## src/rtl/lockctl_pkg.sv

```systemverilog
package lockctl_pkg;

   localparam int DATA_W = 16;
   localparam int LANES  = DATA_W / 8;
   localparam int SLOT_W = 4;

   typedef enum logic [1:0] {
      LVL_OPEN = 2'd0,
      LVL_ONE  = 2'd1,
      LVL_TWO  = 2'd2,
      LVL_FULL = 2'd3
   } lock_lvl_e;

endpackage

```

## src/rtl/lockctl_gfield.sv

```systemverilog
module lockctl_gfield #(
   parameter int          W        = 1,
   parameter bit          REJ_SAME = 1'b0,
   parameter logic [W-1:0] RST     = '0
) (
   input  logic         clk,
   input  logic         rst_n,
   input  logic         hit,
   input  logic         allow,
   input  logic [W-1:0] d,
   output logic [W-1:0] q,
   output logic         blocked
);

   always_ff @(posedge clk or negedge rst_n) begin
      if (!rst_n)           q <= RST;
      else if (hit && allow) q <= d;
   end

   generate
      if (REJ_SAME) begin : g_any
         assign blocked = hit && !allow;
      end else begin : g_chg
         assign blocked = hit && !allow && (d != q);
      end
   endgenerate

endmodule

```

## src/rtl/lockctl_level.sv

```systemverilog
module lockctl_level
   import lockctl_pkg::*;
#(
   parameter bit REJ_SAME = 1'b0
) (
   input  logic       clk,
   input  logic       rst_n,
   input  logic       hit,
   input  logic [1:0] d,
   output logic [1:0] lvl,
   output logic       used,
   output logic       blocked
);

   lock_lvl_e lvl_q;
   logic      used_q;

   always_ff @(posedge clk or negedge rst_n) begin
      if (!rst_n) begin
         lvl_q  <= LVL_OPEN;
         used_q <= 1'b0;
      end else if (hit && !used_q) begin
         lvl_q  <= lock_lvl_e'(d);
         used_q <= 1'b1;
      end
   end

   generate
      if (REJ_SAME) begin : g_any
         assign blocked = hit && used_q;
      end else begin : g_chg
         assign blocked = hit && used_q && (d != lvl_q);
      end
   endgenerate

   assign lvl  = lvl_q;
   assign used = used_q;

endmodule

```

## src/rtl/lockctl_top.sv

```systemverilog
module lockctl_top
   import lockctl_pkg::*;
#(
   parameter int NCH      = 4,
   parameter int MODE_W   = 3,
   parameter int ADDR_W   = 2,
   parameter bit REJ_SAME = 1'b0
) (
   input  logic                    clk,
   input  logic                    rst_n,
   input  logic                    wr_en,
   input  logic [ADDR_W-1:0]       wr_addr,
   input  logic [15:0]             wr_data,
   input  logic [1:0]              wr_strb,
   input  logic [NCH-1:0]          ch_is_out,
   output logic [7:0]              dt_code,
   output logic [1:0]              lock_lvl,
   output logic                    brk_en,
   output logic                    brk_pol,
   output logic                    auto_oe,
   output logic                    off_run,
   output logic                    off_idle,
   output logic [NCH-1:0]          idle_lvl,
   output logic [NCH-1:0]          ch_pol,
   output logic [NCH*MODE_W-1:0]   oc_mode,
   output logic [NCH-1:0]          oc_pre,
   output logic                    wr_reject
);

   localparam logic [ADDR_W-1:0] A_BDT = ADDR_W'(0);
   localparam logic [ADDR_W-1:0] A_OUT = ADDR_W'(1);
   localparam logic [ADDR_W-1:0] A_CMP = ADDR_W'(2);
   localparam int CH_PER_LANE = 8 / SLOT_W;
   localparam int NBLK        = 5 + 2 * NCH;

   // elaboration-time parameter checks
   generate
      if (NCH < 1 || NCH > 4) begin : g_bad_nch
         $error("lockctl_top: NCH must be 1..4");
      end
      if (MODE_W < 1 || MODE_W > SLOT_W - 1) begin : g_bad_mode
         $error("lockctl_top: MODE_W must be 1..3");
      end
      if (ADDR_W < 2) begin : g_bad_addr
         $error("lockctl_top: ADDR_W must be at least 2");
      end
   endgenerate

   // word and lane decode
   logic sel_bdt, sel_out, sel_cmp;
   logic [LANES-1:0] hit_bdt, hit_out, hit_cmp;

   assign sel_bdt = wr_en && (wr_addr == A_BDT);
   assign sel_out = wr_en && (wr_addr == A_OUT);
   assign sel_cmp = wr_en && (wr_addr == A_CMP);
   assign hit_bdt = {LANES{sel_bdt}} & wr_strb;
   assign hit_out = {LANES{sel_out}} & wr_strb;
   assign hit_cmp = {LANES{sel_cmp}} & wr_strb;

   // protection level and derived permissions (old level)
   logic       lock_used;
   logic       open_l1, open_l2, open_l3;
   logic [NBLK-1:0] blk;

   lockctl_level #(.REJ_SAME(REJ_SAME)) level_i (
      .clk     (clk),
      .rst_n   (rst_n),
      .hit     (hit_bdt[0]),
      .d       (wr_data[1:0]),
      .lvl     (lock_lvl),
      .used    (lock_used),
      .blocked (blk[0])
   );

   assign open_l1 = (lock_lvl == LVL_OPEN);
   assign open_l2 = (lock_lvl == LVL_OPEN) || (lock_lvl == LVL_ONE);
   assign open_l3 = (lock_lvl != LVL_FULL);

   // break/dead-time word
   logic [2:0] brk_q;
   logic [1:0] off_q;

   lockctl_gfield #(.W(3), .REJ_SAME(REJ_SAME)) brk_i (
      .clk(clk), .rst_n(rst_n), .hit(hit_bdt[0]), .allow(open_l1),
      .d(wr_data[4:2]), .q(brk_q), .blocked(blk[1])
   );

   lockctl_gfield #(.W(2), .REJ_SAME(REJ_SAME)) off_i (
      .clk(clk), .rst_n(rst_n), .hit(hit_bdt[0]), .allow(open_l2),
      .d(wr_data[6:5]), .q(off_q), .blocked(blk[2])
   );

   lockctl_gfield #(.W(8), .REJ_SAME(REJ_SAME)) dt_i (
      .clk(clk), .rst_n(rst_n), .hit(hit_bdt[1]), .allow(open_l1),
      .d(wr_data[15:8]), .q(dt_code), .blocked(blk[3])
   );

   assign brk_en   = brk_q[0];
   assign brk_pol  = brk_q[1];
   assign auto_oe  = brk_q[2];
   assign off_run  = off_q[0];
   assign off_idle = off_q[1];

   // output control word: idle levels
   lockctl_gfield #(.W(NCH), .REJ_SAME(REJ_SAME)) idle_i (
      .clk(clk), .rst_n(rst_n), .hit(hit_out[0]), .allow(open_l1),
      .d(wr_data[NCH-1:0]), .q(idle_lvl), .blocked(blk[4])
   );

   // per-channel polarity and compare control
   generate
      for (genvar i = 0; i < NCH; i++) begin : g_ch
         localparam int LO   = SLOT_W * i;
         localparam int LANE = i / CH_PER_LANE;
         logic [MODE_W:0] slot_q;

         lockctl_gfield #(.W(1), .REJ_SAME(REJ_SAME)) pol_i (
            .clk(clk), .rst_n(rst_n), .hit(hit_out[1]),
            .allow(open_l2 || !ch_is_out[i]),
            .d(wr_data[8+i]), .q(ch_pol[i]), .blocked(blk[5+i])
         );

         lockctl_gfield #(.W(MODE_W+1), .REJ_SAME(REJ_SAME)) cmp_i (
            .clk(clk), .rst_n(rst_n), .hit(hit_cmp[LANE]),
            .allow(open_l3 || !ch_is_out[i]),
            .d({wr_data[LO+SLOT_W-1], wr_data[LO+MODE_W-1:LO]}),
            .q(slot_q), .blocked(blk[5+NCH+i])
         );

         assign oc_mode[MODE_W*i +: MODE_W] = slot_q[MODE_W-1:0];
         assign oc_pre[i]                   = slot_q[MODE_W];
      end
   endgenerate

   // rejection pulse
   always_ff @(posedge clk or negedge rst_n) begin
      if (!rst_n) wr_reject <= 1'b0;
      else        wr_reject <= |blk;
   end

   logic unused_bits;
   assign unused_bits = ^wr_data;

endmodule

```

## config.mk

```make
export PLATFORM = sky130hd
export DESIGN_NAME = lockctl_top
export DESIGN_NICKNAME = d
export VERILOG_FILES = /design/src/rtl/lockctl_pkg.sv /design/src/rtl/lockctl_gfield.sv /design/src/rtl/lockctl_level.sv /design/src/rtl/lockctl_top.sv
export SDC_FILE = /design/constraint.sdc
export NUM_CORES = 1
export LEC_CHECK = 0
export BUFFER_PORTS_ARGS = -buffer_cell sky130_fd_sc_hd__buf_4
export CAP_MARGIN = 25
export CORE_UTILIZATION = 30
export CTS_CLUSTER_DIAMETER = 40
export DETAILED_ROUTE_END_ITERATION = 8
export PLACE_DENSITY_LB_ADDON = 0.08
export SETUP_SLACK_MARGIN = 0.15
export SLEW_MARGIN = 40
export SYNTH_ARGS = -nofsm -noshare
export SYNTH_HDL_FRONTEND = slang
export SYNTH_SLANG_ARGS = --single-unit
```

## constraint.sdc

```tcl
create_clock -name clk -period 3.3 [get_ports clk]
set_clock_uncertainty 0.15 [all_clocks]
set_input_delay 0.495 -clock clk [delete_from_list [all_inputs] [get_ports clk]]
set_output_delay 0.495 -clock clk [all_outputs]
set_load 0.01 [all_outputs]
```

=== Word-level counts from Yosys, hierarchy flattened ===
Index checks and enable logic that the tools add are counted.

* $add $sub $neg: 0
* Magnitude comparators: 0
* Div/mod/pow operators: 0
* Shifts and indexed selects: 0
* $mul: 0
* Bitwise logic cells: 3
* Muxes and demuxes: 0
* Equal/unequal tests: 17
* Reduce and logical (&&, ||, !) cells: 69

{| class="wikitable"
|+ Operators with widths
! kind !! number
|-
| logical AND 1 bit || 42
|-
| inequality test 4 bit || 5
|-
| zero test 1 bit || 15
|-
| OR reduction 13 bit || 1
|-
| logical OR 1 bit || 9
|-
| inequality test 8 bit || 1
|-
| AND 2 bit || 3
|-
| equality test 2 x 1 -> 1 bit, second input constant || 2
|-
| zero test 2 bit || 2
|-
| inequality test 1 bit || 4
|-
| inequality test 2 bit || 2
|-
| inequality test 3 bit || 1
|-
| equality test 2 bit, second input constant || 1
|-
| inequality test 2 bit, second input constant || 1
|}

* RAM bits: 0
* Word-level logic and storage cells: 104
* ROM bits: 0
* Flip-flop bits (word level): 41
* Bits in latches: 0
* Memories: 0

=== Depth between registers and ports, before layout ===
Gate-level depths: netlist (run 1).

* Word-level depth: 7
* Depth in mapped cells: 6

=== Hierarchy ===
A second synthesis (run 1) with hierarchy kept.

* Cell total of the unflattened synthesis: 183
* Area total of the unflattened synthesis: 2,288.4 um^2

{| class="wikitable"
|+ Modules (own cells, without submodules)
! module !! cells each !! seq. area each (um^2) !! instances !! area each (um^2)
|-
| lockctl_gfield at g_ch[0].cmp_i ... || 15 || 100.1 || 5 || 216.5
|-
| lockctl_gfield at dt_i || 29 || 200.2 || 1 || 402.9
|-
| lockctl_gfield at g_ch[0].pol_i ... || 5 || 25.0 || 4 || 60.1
|-
| lockctl_gfield at brk_i || 12 || 75.1 || 1 || 151.4
|-
| lockctl_level || 11 || 75.1 || 1 || 151.4
|-
| lockctl_top || 27 || 25.0 || 1 || 145.1
|-
| lockctl_gfield at off_i || 9 || 50.0 || 1 || 115.1
|}

=== Least setup slack after synthesis (run 1) ===
Ideal clock, no wire load.

* Path kind: input-to-reg
* From: in wr_data[8]
* To: reg wr_reject
* Buffers on the path: 1
* Stages: 6
* Data arrival time: 1.486 ns
* Setup slack: 1.529 ns
* Cell sequence: buf_2 xor2_1 nor4_2 o22ai_1 nor4_2 o211ai_1

* Word-level cells in the longest chain between the ends: 3
* Elaborated cells on any way between the ends: 7
* Those cells by class: eq/ne (3); reduce/logical (4)

{| class="wikitable"
|+ Ends and longest elaborated chain
! what !! line !! text
|-
| start, declared || lockctl_top.sv:13 || <nowiki>input logic [15:0] wr_data,</nowiki>
|-
| inequality test 8 bit (tied with other cells) || lockctl_gfield.sv:24 || <nowiki>assign blocked = hit && !allow && (d != q);</nowiki>
|-
| logical AND 1 bit || lockctl_gfield.sv:24 ||
|-
| OR reduction 13 bit * || lockctl_top.sv:138 || <nowiki>else wr_reject <= |blk;</nowiki>
|-
| end signal, assigned || lockctl_top.sv:138 ||
|-
| end, declared || lockctl_top.sv:27 || <nowiki>output logic wr_reject</nowiki>
|}

Every way passes the cells marked *; elsewhere a longest branch is shown, timed or not.
A chain may end at the register's enable or synchronous reset.

=== Worst setup path in the final report (run 1) ===
* From: reg level_i.lvl_q[1] (netlist: level_i.lvl[1])
* To: reg dt_i.q[0]

* Word-level cells in the longest chain between the ends: 2

{| class="wikitable"
|+ Ends and longest elaborated chain
! what !! line !! text
|-
| start, declared || lockctl_level.sv:15 || <nowiki>lock_lvl_e lvl_q;</nowiki>
|-
| start signal, assigned || lockctl_level.sv:23 || <nowiki>lvl_q <= lock_lvl_e'(d);</nowiki>
|-
| zero test 2 bit || lockctl_top.sv:75 || <nowiki>assign open_l1 = (lock_lvl == LVL_OPEN);</nowiki>
|-
| logical AND 1 bit || lockctl_gfield.sv:17 || <nowiki>else if (hit && allow) q <= d;</nowiki>
|-
| end signal, assigned || lockctl_gfield.sv:16 || <nowiki>if (!rst_n) q <= RST;</nowiki>
|-
| end signal, assigned || lockctl_gfield.sv:17 ||
|-
| end, declared || lockctl_gfield.sv:11 || <nowiki>output logic [W-1:0] q,</nowiki>
|}

No other way between the ends.

==> run_summary.xml, run 1 <==
<?xml version="1.0" encoding="UTF-8"?>
<metrics>
  <group name="logic_synthesis">
    <metric name="synth.area.mux_share" unit="%">19.5</metric>
    <metric name="synth_nets" unit="">217</metric>
    <metric name="netlist.top_cell.by_area" unit="">sky130_fd_sc_hd__dfrtp_1</metric>
    <metric name="ys_async_sr_fraction" unit="%">100</metric>
    <metric name="synth_commonest_cells" unit="">sky130_fd_sc_hd__dfrtp_1 (41), sky130_fd_sc_hd__mux2_2 (39), sky130_fd_sc_hd__xor2_1 (34)</metric>
    <metric name="post_synth_top_area_share" unit="%">45.6</metric>
    <metric name="synth_ff_type" unit="">sky130_fd_sc_hd__dfrtp_1</metric>
    <metric name="synth_top_family_by_area" unit="">multiplexers</metric>
    <metric name="count_of_flip_flops_with_a_built_in_enable_after_synthesis" unit="">0</metric>
    <metric name="syn_area" unit="mm2">0.00225</metric>
    <metric name="synthSimpleGateAreaFrac" unit="%">10.6</metric>
    <metric name="post_synth_main_area_contributors" unit="">sky130_fd_sc_hd__dfrtp_1 (46%), sky130_fd_sc_hd__mux2_2 (20%), sky130_fd_sc_hd__xor2_1 (13%)</metric>
    <metric name="synth_sequential_area_ratio" unit="%">45.6</metric>
    <metric name="ys_types" unit="">29</metric>
    <metric name="yosys_warnings" unit="">0</metric>
    <metric name="synth_area_per_cell" unit="um2">11.8</metric>
    <metric name="synth_compound_gate_area_share" unit="%">5.00</metric>
    <metric name="post_synth_inst_count" unit="">190</metric>
    <metric name="ys_seq_elements" unit="">41</metric>
    <metric name="adder_cell_fraction_of_synth_area" unit="%">0</metric>
    <metric name="synth_xor_xnor_area_share" unit="%">14.4</metric>
    <metric name="synthMostInstantiatedCell" unit="">sky130_fd_sc_hd__dfrtp_1</metric>
  </group>
  <group name="routing">
    <metric name="remaining_drc_errors" unit="">0</metric>
    <metric name="vias" unit="">1632</metric>
    <metric name="number_of_design_rule_violations_left_by_the_first_detailed_router_iteration" unit="">70</metric>
    <metric name="count_of_antenna_violating_nets_left_after_detailed_routing" unit="">0</metric>
    <metric name="routed_via_density" unit="">4.70</metric>
    <metric name="drt_first_pass_iters" unit="">4</metric>
    <metric name="drt-total-wl" unit="um">5190</metric>
    <metric name="average_wire_length_per_cell_after_detail_routing" unit="um">14.9</metric>
  </group>
  <group name="power_and_ir_drop">
    <metric name="power-per-cell-area" unit="mW/mm2">534</metric>
    <metric name="share_clk_of_total_power" unit="%">21.3</metric>
    <metric name="switching_share" unit="%">31.9</metric>
    <metric name="p_leak" unit="nW">1.29</metric>
    <metric name="power.combinational.fraction" unit="%">32.4</metric>
    <metric name="p_switching" unit="mW">0.487</metric>
    <metric name="peakVddDrop" unit="uV">196</metric>
    <metric name="part_of_the_total_power_dissipated_in_sequential_elements" unit="%">46.3</metric>
    <metric name="internal_power" unit="mW">1.04</metric>
  </group>
  <group name="critical_path">
    <metric name="worst_setup_path_start_kind" unit="">flip-flop</metric>
    <metric name="timing.critical_path.fanout_max" unit="">19</metric>
    <metric name="worstPathArrival" unit="ns">1.98</metric>
    <metric name="critical_path.endpoint_type" unit="">flip-flop</metric>
    <metric name="worst_ep_required_time" unit="ns">3.33</metric>
    <metric name="critical_path_class" unit="">reg -&gt; reg</metric>
  </group>
  <group name="cells_and_area">
    <metric name="area.sequential" unit="mm2">0.00103</metric>
    <metric name="nets" unit="">274</metric>
    <metric name="area.growth.synth_to_final" unit="%">26.8</metric>
    <metric name="drive_above_1_share" unit="%">47.2</metric>
    <metric name="n_antenna_cell" unit="">0</metric>
    <metric name="num-fill-cells" unit="">751</metric>
    <metric name="multi_input_comb_area" unit="mm2">0.00111</metric>
  </group>
  <group name="clocking">
    <metric name="tritoncts" unit="">built</metric>
    <metric name="clk_pin_slew" unit="ns">0.08</metric>
    <metric name="cts_stage_hold_buffer_count" unit="">0</metric>
    <metric name="cts_root_buf" unit="">sky130_fd_sc_hd__clkbuf_8</metric>
    <metric name="cts.path.max_buffers" unit="">2</metric>
    <metric name="cts_sinks" unit="">41</metric>
    <metric name="cts_resized" unit="">0</metric>
    <metric name="htree_levels" unit="">2</metric>
    <metric name="cts_made_buffers" unit="">5</metric>
    <metric name="clk-insertion-delay-late" unit="ns">0.29</metric>
    <metric name="cts_setup_buffers" unit="">0</metric>
  </group>
  <group name="timing">
    <metric name="hold_viol" unit="">0</metric>
    <metric name="slew_headroom" unit="%">60.7</metric>
    <metric name="max_slew.worst_pin.slew" unit="ns">0.590</metric>
    <metric name="time_the_worst_path_needs_with_i_o_delays_and_setup" unit="ns">1.95</metric>
    <metric name="timing.final.max_slew_violations" unit="">0</metric>
    <metric name="finalSetupViolations" unit="">0</metric>
    <metric name="grt_setup_unrepaired" unit="">no</metric>
    <metric name="final_cycle_utilization_of_the_critical_path" unit="%">59.1</metric>
    <metric name="setup-tns-final" unit="ns">0</metric>
    <metric name="final_hold_slack" unit="ns">0.0222</metric>
    <metric name="fmax" unit="MHz">513</metric>
  </group>
  <group name="placement">
    <metric name="hpwl" unit="um">3930</metric>
    <metric name="finalWeightedCongestion" unit="">0.703</metric>
    <metric name="port_buffer_cells" unit="">66</metric>
  </group>
  <group name="grt">
    <metric name="first_global_vias" unit="">1565</metric>
    <metric name="initial_antenna_violation_count" unit="">0</metric>
    <metric name="grt_pass1_wl" unit="um">8140</metric>
    <metric name="grt_overflow" unit="">0</metric>
    <metric name="grt_max_degree" unit="">42</metric>
    <metric name="global_route.usage.total" unit="%">14.1</metric>
  </group>
  <group name="floorplanning">
    <metric name="starting_density" unit="%">31.0</metric>
    <metric name="floorplan.die.width" unit="um">88.6</metric>
    <metric name="std_cell_rows" unit="">31</metric>
    <metric name="floorplan.die_area" unit="mm2">0.00785</metric>
    <metric name="count_of_pins_on_the_block_boundary" unit="">67</metric>
    <metric name="die_h" unit="um">88.6</metric>
    <metric name="design.core.area" unit="mm2">0.00725</metric>
  </group>
  <group name="worst_hold_path">
    <metric name="hp-class" unit="">in -&gt; async</metric>
  </group>
  <group name="run_status">
    <metric name="result_of_the_run" unit="">finished clean</metric>
  </group>
  <group name="flow_run">
    <metric name="max-cap-violations" unit="">0</metric>
  </group>
</metrics>
## worst max-delay path, stage by stage, from the launching register on
cell	delay [ns]
sky130_fd_sc_hd__dfrtp_1	0.60
sky130_fd_sc_hd__nor2_2	0.25
sky130_fd_sc_hd__nand4_1	0.41
sky130_fd_sc_hd__mux2_2	0.42
## cells in the final DEF (no fill, tap or decap), types with 2 or more instances in the layout
| master | n |
|---|---|
| sky130_fd_sc_hd__xor2_1 | 34 |
| sky130_fd_sc_hd__nand2_1 | 5 |
| sky130_fd_sc_hd__o2111ai_1 | 2 |
| sky130_fd_sc_hd__nor2b_1 | 2 |
| sky130_fd_sc_hd__clkinv_2 | 2 |
| sky130_fd_sc_hd__xnor2_1 | 3 |
| sky130_fd_sc_hd__a21oi_1 | 7 |
| sky130_fd_sc_hd__nor4_2 | 2 |
| sky130_fd_sc_hd__o21ai_0 | 3 |
| sky130_fd_sc_hd__inv_1 | 3 |
| sky130_fd_sc_hd__a22oi_1 | 3 |
| sky130_fd_sc_hd__and4b_1 | 2 |
| sky130_fd_sc_hd__nor2_1 | 3 |
| sky130_fd_sc_hd__nand4_1 | 5 |
| sky130_fd_sc_hd__mux2_2 | 39 |
| sky130_fd_sc_hd__nand3_1 | 7 |
| sky130_fd_sc_hd__buf_4 | 66 |
| sky130_fd_sc_hd__dfrtp_1 | 41 |
| sky130_fd_sc_hd__nor4_1 | 5 |
| sky130_fd_sc_hd__clkbuf_8 | 5 |
## cell type report
| cell class | count | area share (%) |
|---|---|---|
| Timing Repair Buffer | 66 | 17.4 |
| Clock inverter | 2 | 0.351 |
| Multi-Input combinational cell | 130 | 39.1 |
| Inverter | 3 | 0.395 |
| Clock buffer | 6 | 2.54 |
| Sequential cell | 41 | 35.9 |
| Tap cell | 99 | 4.34 |
## cell families (layout without fill, tap and decap cells)
kind of cell	count (synthesis)	in the layout
flops	41	41
simple gates	36	36
buf+inv	19	77
compound gates	18	18
mux	39	39
xor+xnor	37	37
## power by group through the flow
stage | clock network, mW | logic (mW) | registers (mW)
final | 0.325 | 0.493 | 0.706
after global routing | 0.362 | 0.538 | 0.720
after CTS | 0.342 | 0.502 | 0.707
after detailed placement | 0 | 0.501 | 0.716
after global placement | 0 | 0.499 | 0.716
after floorplan | 0 | 0.240 | 0.743
## through the flow
stage	worst slack [ns]	total power, mW	utilization, %	cell area (um2)	instances
after floorplan	1.53	0.982	-	2250	190
after global placement	1.29	1.22	38.2	2770	339
after detailed placement	1.29	1.22	38.2	2770	339
after CTS	1.31	1.55	39.3	2850	347
after global routing	1.17	1.62	39.3	2850	347
final	1.35	1.52	39.3	2850	347
## final timing paths
check	from	end	slack, ns	cells after the start
setup / recovery	level_i.lvl[1]$_DFFE_PN0P_	dt_i.q[0]$_DFFE_PN0P_	1.35	3
hold / removal	rst_n	g_ch[2].cmp_i.q[1]$_DFFE_PN0P_	0.02	1
setup reg to reg	level_i.lvl[1]$_DFFE_PN0P_	dt_i.q[0]$_DFFE_PN0P_	1.35	3
hold reg to reg	level_i.used$_DFFE_PN0P_	level_i.used$_DFFE_PN0P_	0.36	2
max in group asynchronous	rst_n	dt_i.q[7]$_DFFE_PN0P_	2.59	1
min in group clk	wr_data[7]	g_ch[1].cmp_i.q[3]$_DFFE_PN0P_	0.29	2
## sequential cells by signal, indices dropped and copies added, names as in the netlist
register	count
idle_i.q	4
dt_i.q	8
wr_reject	1
level_i.used	1
g_ch.cmp_i.q	16
brk_i.q	3
level_i.lvl	2
off_i.q	2
g_ch.pol_i.q	4
## metal layers
| metal | up-vias | track usage (%) | routed length, um |
|---|---|---|---|
| met1 | 800 | 20.0 | 2490 |
| li1 | 781 | - | - |
| met4 | 0 | 4.69 | 76 |
| met2 | 43 | 20.0 | 2310 |
| met5 | - | 0 | 0 |
| met3 | 8 | 4.85 | 308 |
(Power assumes the default switching activity.)
==> run 2: changes to the inputs <==
Clock period 3.3 ns to 1.85 ns, I/O delays scaled along.
==> run_summary.xml, run 2 (same netlist as run 1, synthesis figures left out) <==
<?xml version="1.0" encoding="UTF-8"?>
<metrics>
  <group name="cells_and_area">
    <metric name="nets" unit="">282</metric>
    <metric name="flip_flop_count_of_the_largest_register_after_layout" unit="">16</metric>
    <metric name="biggestRegsByFlops" unit="">g_ch.cmp_i.q (16), dt_i.q (8)</metric>
    <metric name="most_flops_register" unit="">g_ch.cmp_i.q</metric>
    <metric name="n_antenna_cell" unit="">0</metric>
    <metric name="final_common_cell" unit="">sky130_fd_sc_hd__buf_4</metric>
    <metric name="layout_common_cells" unit="">sky130_fd_sc_hd__buf_4 (73), sky130_fd_sc_hd__mux2_2 (39), sky130_fd_sc_hd__dfrtp_1 (39), sky130_fd_sc_hd__xor2_1 (34)</metric>
    <metric name="num-fill-cells" unit="">735</metric>
    <metric name="area.growth.synth_to_final" unit="%">31.6</metric>
    <metric name="fin_util" unit="%">40.8</metric>
    <metric name="drive_above_1_share" unit="%">51.2</metric>
  </group>
  <group name="power_and_ir_drop">
    <metric name="peakVddDrop" unit="uV">378</metric>
    <metric name="p_leak" unit="nW">1.33</metric>
    <metric name="totalPowerFinal" unit="mW">2.84</metric>
    <metric name="power-per-cell-area" unit="mW/mm2">959</metric>
  </group>
  <group name="placement">
    <metric name="port_buffer_cells" unit="">66</metric>
    <metric name="place_worst_setup_slack" unit="ns">0.0208</metric>
    <metric name="hpwl" unit="um">4080</metric>
    <metric name="finalWeightedCongestion" unit="">0.692</metric>
  </group>
  <group name="timing">
    <metric name="time_the_worst_path_needs_with_i_o_delays_and_setup" unit="ns">1.65</metric>
    <metric name="max_slew.worst_pin.slew" unit="ns">0.546</metric>
    <metric name="finalWorstSetupSlack" unit="ns">0.204</metric>
    <metric name="setup-tns-final" unit="ns">0</metric>
    <metric name="final_hold_slack" unit="ns">0.0720</metric>
    <metric name="grt_setup_unrepaired" unit="">yes</metric>
    <metric name="fmax" unit="MHz">607</metric>
    <metric name="final_cycle_utilization_of_the_critical_path" unit="%">89.0</metric>
    <metric name="hold_viol" unit="">0</metric>
    <metric name="timing.final.max_slew_violations" unit="">0</metric>
    <metric name="finalSetupViolations" unit="">0</metric>
    <metric name="slew_headroom" unit="%">63.6</metric>
  </group>
  <group name="floorplanning">
    <metric name="std_cell_rows" unit="">31</metric>
    <metric name="starting_density" unit="%">31.0</metric>
    <metric name="count_of_pins_on_the_block_boundary" unit="">67</metric>
    <metric name="design.core.area" unit="mm2">0.00725</metric>
    <metric name="floorplan.die_area" unit="mm2">0.00785</metric>
    <metric name="floorplan.die.width" unit="um">88.6</metric>
    <metric name="die_h" unit="um">88.6</metric>
  </group>
  <group name="critical_path">
    <metric name="crit_chain" unit="">xor2_1, nor4_2, o22ai_1, nor4_2, o211ai_1</metric>
    <metric name="critPathMaxStageDelay" unit="ns">0.41</metric>
    <metric name="critical_path.slowest_cell" unit="">sky130_fd_sc_hd__dfrtp_1</metric>
    <metric name="crit-reg2reg-launch" unit="">g_ch[2].cmp_i.q[2]$_DFFE_PN0P_</metric>
    <metric name="most_common_cell_type_on_the_critical_path" unit="">sky130_fd_sc_hd__nor4_2</metric>
    <metric name="worst_setup_path_start_kind" unit="">flip-flop</metric>
    <metric name="worst_ep_required_time" unit="ns">1.88</metric>
    <metric name="worstReg2RegEnd" unit="">wr_reject$_DFF_PN0_</metric>
    <metric name="r2r_slack" unit="ns">0.20</metric>
    <metric name="worstPathArrival" unit="ns">1.67</metric>
    <metric name="critical_path_class" unit="">reg -&gt; reg</metric>
    <metric name="r2r_cells" unit="">5</metric>
    <metric name="timing.critical_path.fanout_max" unit="">3</metric>
    <metric name="critical_path.endpoint_type" unit="">flip-flop</metric>
  </group>
  <group name="routing">
    <metric name="count_of_antenna_violating_nets_left_after_detailed_routing" unit="">0</metric>
    <metric name="average_wire_length_per_cell_after_detail_routing" unit="um">15.2</metric>
    <metric name="highest_metal_layer_used_by_the_detailed_router" unit="">met4</metric>
    <metric name="remaining_drc_errors" unit="">0</metric>
    <metric name="routed_via_density" unit="">4.67</metric>
    <metric name="vias" unit="">1657</metric>
    <metric name="met2_length" unit="um">2400</metric>
    <metric name="wl_met1" unit="um">2590</metric>
    <metric name="route.met3.wl" unit="um">329</metric>
    <metric name="drt_first_pass_iters" unit="">4</metric>
    <metric name="drt-total-wl" unit="um">5390</metric>
    <metric name="number_of_design_rule_violations_left_by_the_first_detailed_router_iteration" unit="">60</metric>
  </group>
  <group name="grt">
    <metric name="grt_overflow" unit="">0</metric>
    <metric name="initial_antenna_violation_count" unit="">0</metric>
    <metric name="grt_pass1_wl" unit="um">8700</metric>
    <metric name="global_route.usage.total" unit="%">15.1</metric>
    <metric name="grt_max_degree" unit="">42</metric>
    <metric name="first_global_vias" unit="">1681</metric>
  </group>
  <group name="clocking">
    <metric name="cts.path.max_buffers" unit="">2</metric>
    <metric name="tritoncts" unit="">built</metric>
    <metric name="cts_made_buffers" unit="">5</metric>
    <metric name="clk-insertion-delay-late" unit="ns">0.30</metric>
    <metric name="cts_sinks" unit="">41</metric>
    <metric name="cts_root_buf" unit="">sky130_fd_sc_hd__clkbuf_8</metric>
    <metric name="clk_pin_slew" unit="ns">0.08</metric>
    <metric name="htree_levels" unit="">2</metric>
  </group>
  <group name="flow_run">
    <metric name="max-cap-violations" unit="">0</metric>
  </group>
  <group name="run_status">
    <metric name="result_of_the_run" unit="">finished clean</metric>
  </group>
  <group name="worst_hold_path">
    <metric name="hold_path.startpoint" unit="">wr_data[7]</metric>
    <metric name="hp-class" unit="">in -&gt; reg</metric>
    <metric name="worst_hold_path.num_cells" unit="">2</metric>
    <metric name="whs_endpoint" unit="">g_ch[1].cmp_i.q[3]$_DFFE_PN0P_</metric>
  </group>
</metrics>
-- run 2: changes by cell type in the layout (fill, tap and decap cells not counted), sizes merged --
cell | previous run | this run
clkinv | 2 | 1
clkbuf | 6 | 7
buf | 66 | 73
dlygate4sd3 | 0 | 1
-- run 2: worst max path at each step --
stage | from | endpoint | slack, ns | cells after the start
final | g_ch[2].cmp_i.q[2]$_DFFE_PN0P_ | wr_reject$_DFF_PN0_ | 0.20 | 5
after global routing | g_ch[0].cmp_i.q[0]$_DFFE_PN0P_ | wr_reject$_DFF_PN0_ | 0.05 | 5
after CTS | g_ch[0].cmp_i.q[0]$_DFFE_PN0P_ | wr_reject$_DFF_PN0_ | 0.15 | 5
after detailed placement | wr_data[1] | wr_reject$_DFF_PN0_ | 0.02 | 6
after global placement | wr_data[1] | wr_reject$_DFF_PN0_ | 0.04 | 6
after floorplan | level_i.lvl[1]$_DFFE_PN0P_ | dt_i.q[0]$_DFFE_PN0P_ | 0.24 | 4
-- run 2: worst max-delay path, delay by kind of cell (launching register included) --
family	cells	cell delay, ns
simple gates	2	0.55
flops	1	0.41
compound gates	2	0.25
xor+xnor	1	0.16
-- run 2: repair_timing --
item	4_1_cts	5_1_grt
endpoints found under the setup margin	1	12
buffers inserted	1	0
resized for setup	2	4
hold buffers	1	0
cloned	0	0
hold endpoints to repair	41	0
pin swaps	2	0
-- run 2: where the power goes --
group	leakage [nW]	switching [mW]	internal, mW
sequential	0.491	0.171	1.08
clock	0.0542	0.327	0.338
combinational	0.787	0.397	0.526
total	1.33	0.894	1.94
-- run 2: final cells by class --
cell class | count | area (um2) | share of cell area (%)
multi-input cells | 130 | 1140 | 38.4
flip-flops and latches | 41 | 1030 | 34.7
repair buffers | 74 | 558 | 18.8
well taps | 99 | 124 | 4.18
clock buffers | 7 | 96.3 | 3.25
inverters | 3 | 11.3 | 0.380
clock inverters | 1 | 5.00 | 0.169
-- run 2: per-stage QoR --
| step | cells | instance area, um2 |
|---|---|---|
| finish | 355 | 2960 |
| floorplan | 190 | 2250 |
| global route | 355 | 2960 |
| detailed placement | 345 | 2820 |
| global placement | 345 | 2820 |
| CTS | 355 | 2950 |
-- run 2: metal layers --
metal / vias up / track usage (%)
met5: - / 0
met4: 0 / 4.40
met3: 5 / 4.48
met2: 43 / 22.4
met1: 811 / 21.3
li1: 798 / -
